### src/rtl/lfsr_pkg.sv
package lfsr_pkg;
    typedef enum logic [1:0] {
        ACT_HOLD = 2'd0,
        ACT_STEP = 2'd1,
        ACT_LOAD = 2'd2
    } lfsr_act_e;
endpackage

### src/rtl/lfsr_step.sv
module lfsr_step #(
    parameter int              W       = 8,
    parameter logic [W-1:0]    COEF    = 8'b0001_1101,
    parameter bit              MODULAR = 1'b1
) (
    input  logic [W-1:0] cur_i,
    output logic [W-1:0] nxt_o
);
    generate
        if (!MODULAR) begin : g_std
            // external XOR tree feeds the top stage, others shift down
            assign nxt_o[W-2:0] = cur_i[W-1:1];
            assign nxt_o[W-1]   = ^(cur_i & COEF);
        end else begin : g_mod
            // top stage wraps into stage 0, XOR gates sit before tapped stages
            assign nxt_o[0] = cur_i[W-1];
            for (genvar i = 1; i < W; i++) begin : g_bit
                if (COEF[i]) begin : g_tap
                    assign nxt_o[i] = cur_i[i-1] ^ cur_i[W-1];
                end else begin : g_wire
                    assign nxt_o[i] = cur_i[i-1];
                end
            end
        end
    endgenerate
endmodule

### src/rtl/lfsr_period.sv
module lfsr_period
    import lfsr_pkg::*;
#(
    parameter int W = 8
) (
    input  logic         clk_i,
    input  logic         rst_ni,
    input  lfsr_act_e    act_i,
    input  logic [W-1:0] seed_i,
    input  logic [W-1:0] nxt_i,
    output logic         wrap_o
);
    localparam logic [W-1:0] ONE = {{(W-1){1'b0}}, 1'b1};

    logic [W-1:0] ref_q;
    logic         wrap_q;

    always_ff @(posedge clk_i or negedge rst_ni) begin
        if (!rst_ni) begin
            ref_q  <= ONE;
            wrap_q <= 1'b0;
        end else begin
            unique case (act_i)
                ACT_LOAD: begin
                    ref_q  <= seed_i;
                    wrap_q <= 1'b0;
                end
                ACT_STEP: wrap_q <= (nxt_i == ref_q);
                default:  wrap_q <= 1'b0;
            endcase
        end
    end

    assign wrap_o = wrap_q;

    // a pulse only follows a step
    p_wrap_after_step_r7: assert property (@(posedge clk_i) disable iff (!rst_ni)
        wrap_q |-> $past(act_i) == ACT_STEP);
endmodule

### src/rtl/lfsr_patgen.sv
module lfsr_patgen
    import lfsr_pkg::*;
#(
    parameter int                WIDTH   = 8,
    parameter logic [WIDTH-1:0]  COEF    = 8'b0001_1101,
    parameter bit                MODULAR = 1'b1
) (
    input  logic             clk_i,
    input  logic             rst_ni,
    input  logic             en_i,
    input  logic             seed_load_i,
    input  logic [WIDTH-1:0] seed_i,
    output logic [WIDTH-1:0] pattern_o,
    output logic             period_o
);
    localparam logic [WIDTH-1:0] ONE = {{(WIDTH-1){1'b0}}, 1'b1};

    lfsr_act_e        act;
    logic [WIDTH-1:0] state_q;
    logic [WIDTH-1:0] state_nxt;
    logic [WIDTH-1:0] seed_eff;

    // action decode: load wins over enable
    always_comb begin
        if (seed_load_i)  act = ACT_LOAD;
        else if (en_i)    act = ACT_STEP;
        else              act = ACT_HOLD;
    end

    assign seed_eff = (seed_i == '0) ? ONE : seed_i;

    lfsr_step #(
        .W       (WIDTH),
        .COEF    (COEF),
        .MODULAR (MODULAR)
    ) u_step (
        .cur_i (state_q),
        .nxt_o (state_nxt)
    );

    always_ff @(posedge clk_i or negedge rst_ni) begin
        if (!rst_ni) begin
            state_q <= ONE;
        end else begin
            unique case (act)
                ACT_LOAD: state_q <= seed_eff;
                ACT_STEP: state_q <= state_nxt;
                default:  state_q <= state_q;
            endcase
        end
    end

    lfsr_period #(.W(WIDTH)) u_period (
        .clk_i  (clk_i),
        .rst_ni (rst_ni),
        .act_i  (act),
        .seed_i (seed_eff),
        .nxt_i  (state_nxt),
        .wrap_o (period_o)
    );

    assign pattern_o = state_q;

    // lock-up state never reached
    p_nonzero_r8: assert property (@(posedge clk_i) disable iff (!rst_ni)
        pattern_o != '0);
    // hold keeps the pattern
    p_hold_r4: assert property (@(posedge clk_i) disable iff (!rst_ni)
        (!en_i && !seed_load_i) |=> $stable(pattern_o) && !period_o);
    // non-zero seed appears next cycle
    p_load_r5: assert property (@(posedge clk_i) disable iff (!rst_ni)
        (seed_load_i && seed_i != '0) |=> pattern_o == $past(seed_i));
    // zero seed becomes one
    p_zero_seed_r6: assert property (@(posedge clk_i) disable iff (!rst_ni)
        (seed_load_i && seed_i == '0) |=> pattern_o == ONE);

    generate
        if (!MODULAR) begin : g_chk_std
            // stages shift toward X0
            p_shift_std_r2: assert property (@(posedge clk_i) disable iff (!rst_ni)
                (en_i && !seed_load_i) |=>
                    pattern_o[WIDTH-2:0] == $past(pattern_o[WIDTH-1:1]));
        end else begin : g_chk_mod
            // top stage wraps into X0
            p_wrap_mod_r3: assert property (@(posedge clk_i) disable iff (!rst_ni)
                (en_i && !seed_load_i) |=> pattern_o[0] == $past(pattern_o[WIDTH-1]));
        end
    endgenerate
endmodule

### config.mk
export PLATFORM = sky130hd
export DESIGN_NAME = lfsr_patgen
export DESIGN_NICKNAME = d
export VERILOG_FILES = /design/src/rtl/lfsr_pkg.sv /design/src/rtl/lfsr_step.sv /design/src/rtl/lfsr_period.sv /design/src/rtl/lfsr_patgen.sv
export SDC_FILE = /design/constraint.sdc
export NUM_CORES = 1
export LEC_CHECK = 0
export BUFFER_PORTS_ARGS = -buffer_cell sky130_fd_sc_hd__buf_2
export CELL_PAD_IN_SITES_DETAIL_PLACEMENT = 1
export CELL_PAD_IN_SITES_GLOBAL_PLACEMENT = 1
export CORE_MARGIN = 3
export CORE_UTILIZATION = 38
export CTS_CLUSTER_SIZE = 16
export DETAILED_ROUTE_END_ITERATION = 16
export PLACE_DENSITY = 0.78
export SETUP_SLACK_MARGIN = 0.05
export SYNTH_ARGS = -nofsm -noshare
export SYNTH_HDL_FRONTEND = slang
export SYNTH_SLANG_ARGS = --single-unit
### constraint.sdc
create_clock -name clk_i -period 1.4 [get_ports clk_i]
set_input_delay 0.28 -clock clk_i [delete_from_list [all_inputs] [get_ports clk_i]]
set_output_delay 0.28 -clock clk_i [all_outputs]
set_load 0.05 [all_outputs]
==> results_dict.tcl <==
set metrics [dict create \
    dp_hpwl_um 1440 \
    fp.dieW_um 52.4 \
    core.rowCount 16 \
    yosys.area_share.simple_pct 7.96 \
    synthXorXnorAreaFrac_pct 9.65 \
    synth_top_family_by_area "compound AO/OA/AOI/OAI gates" \
    synth_compound_area_share_pct 15.6 \
    dp.cells 125 \
    root_buffer "clkbuf_4" \
    rsz0062_at_grt "false" \
    avgSynthCellArea_sq_um 10.1 \
    overflow 0 \
    synth_mux_area_share_pct 8.58 \
    clkTransAtPathRegs_ps 100 \
    required_ps 1120 \
    vias 646 \
    synth.area.top_cells "dfrtp_1 46%, mux2i_1 8.6%, o21ai_0 8.0%" \
    cp-start-kind "register" \
    cp_top_family "flip-flops" \
    grt_use_total_pct 16.0 \
    cp_slowest_cell "dfrtp_1" \
    wl_per_cell_um 14.4 \
    p_leak_nw 0.482 \
    coreArea_sq_mm 0.00200 \
    stdcell_count 131 \
    place_congestion 0.721 \
    synth_fa_ha_area_share_pct 0 \
    grt_pass1_wl_um 3140 \
    criticalPathCategory "reg2out" \
    r2r_cells 3 \
    hold_path_depth 3 \
    drive_above_1_share_pct 31.7 \
    post-route-period-util_pct 92.2 \
    status "completed" \
    async_flop_share_pct 100 \
    grt_max_degree 18 \
    drcViolationCount 0 \
    portBuffers 20 \
    path_max_fanout 5 \
    slowest_delay_ps 430 \
    syn_to_final_growth_pct 23.4 \
    final_antenna_net_count 0 \
    vias_per_cell 4.93 \
    crit_path_end_kind "output pin" \
    worst_skew_pair.late_latency_ps 290 \
    internal_power_uw 768 \
    max_freq_mhz 775 \
    yosysUniqueCellTypes 20 \
    cts_buffers 3 \
    finalWirelength_um 1890 \
    drt_first_pass_iters 4 \
    p_per_area_mw_per_mm2 1180 \
    initial_core_util_pct 40.8 \
    period_minus_slack_ps 1290 \
    synth-seq-cells 17 \
    diodes 0 \
    seq_area_frac_synth_pct 52.4 \
    path_depth 1 \
    fin_nets 117 \
    setup_ws_ps 110 \
    drv_cap 0 \
    final_cell_mix "17 x buf_2, 13 x o21ai_0, 12 x dfrtp_1, 9 x nand2_1, 8 x inv_1" \
    path_buf_inv 1 \
    synth_edf_count 0 \
    setup_viol 0 \
    p_seq_share_pct 50.5 \
    cts_tree "yes" \
    swShare_pct 35.3 \
    clock_skew_ps 2.76 \
    dieArea_sq_mm 0.00274 \
    yosysTopAreaCell "dfrtp_1" \
    cts.sinks 17 \
    hp-class "in2reg" \
    grt_pass1_vias 683 \
    antenna_found_initial 0 \
    dp_slack_ps 154 \
    htree_levels 1 \
    slew_headroom_pct 75.2 \
    yosys.area.top_type_share_pct 45.9 \
    power.share.clock_pct 22.5 \
    die_h_um 52.4 \
    hold_viol 0 \
    cts_buffer_depth 2 \
    ios 21 \
    whs_ps 221 \
    nFillCells 242 \
    worst_pin_slew_ps 372 \
    ir_drop_uv 524 \
    worstPathArrival_ps 1010 \
    path_cells "buf_2" \
    mostFrequentLayoutCell "buf_2" \
    drt_iter0_drc 7 \
    drv_slew 0 \
    syn_area_sq_um 817 \
    ys.flop_type "dfrtp_1" \
    syn_inst 81 \
    pwr-share-comb_pct 27.0 \
    power.switching_uw 419 \
    tns_ps 0 \
    ys_warn_count 0 \
    synth_nets 93 \
]
## sequential cells by signal (all words and copies together) (netlist names)
name / flops
pattern_o: 8
u_period.ref_q: 8
u_period.wrap_o: 1
## layout make-up
cell class                 instances  area, sq um  area share, %
sequential                        17          432           42.8
multi-input combinational         52          349           34.6
timing repair buffer              23          136           13.5
tap                               27         33.8           3.35
inverter                           8         30.0           2.98
clock buffer                       3         22.5           2.23
clock inverter                     1         5.00          0.496
## metrics by stage
stage / utilization (%) / power (mW) / instance area (sq um)
finish: 50.4 / 1.19 / 1010
global route: 50.4 / 1.26 / 1010
CTS: 49.9 / 1.19 / 998
detailed placement: 47.6 / 0.920 / 952
global placement: 47.6 / 0.911 / 952
floorplan: - / 0.828 / 835
## metal layers
metal | up-vias | global-route usage, % | part of all wire [%]
met5 | - | 0 | 0
met4 | 0 | 7.66 | 0.90
met3 | 2 | 1.71 | 2.8
met2 | 15 | 26.7 | 51
met1 | 309 | 20.5 | 45
li1 | 320 | - | -
## worst paths after layout
kind / end / from / slack (ps)
hold / removal: pattern_o[5] / seed_i[5] / 220
setup reg to reg: u_period.wrap_o / u_period.ref_q[0] / 150
max in group asynchronous: pattern_o[0] / rst_ni / 650
min in group asynchronous: pattern_o[3] / rst_ni / 440
setup / recovery: pattern_o[3] / pattern_o[3] / 110
hold reg to reg: u_period.ref_q[0] / u_period.ref_q[0] / 540
## cells in the mapped netlist (2+ instances only)
master / number
inv_1: 8
mux2i_1: 7
dfstp_2: 2
nor2_1: 4
dfrtp_1: 15
nand2_1: 9
clkbuf_1: 2
xor2_1: 2
buf_2: 2
o2111ai_1: 2
xnor2_1: 7
o21ai_0: 13
## what timing repair did
item                                    4_1_cts  5_1_grt
hold endpoints to repair                     15        0
setup buffers                                 0        1
gates resized for setup                       3        1
hold buffers                                  1        0
endpoints found under the setup margin        2        2
pin swaps                                     0        0
## power groups by stage
stage               Clock [mW]  Sequential, mW  Combinational (mW)
floorplan                    0           0.691               0.137
global placement             0           0.607               0.303
detailed placement           0           0.612               0.308
CTS                      0.272           0.603               0.318
global route             0.296           0.608               0.351
finish                   0.267           0.599               0.321
## logic make-up (layout without fill, tap and decap cells)
group	count (synthesis)	after routing
AOI/OAI and AO/OA	20	20
DFF	17	17
and+or+nand+nor	16	16
buffers and inverters	12	35
xor gates and xnor gates	9	9
muxes	7	7
Note: power is estimated with default switching activity, not from simulation.
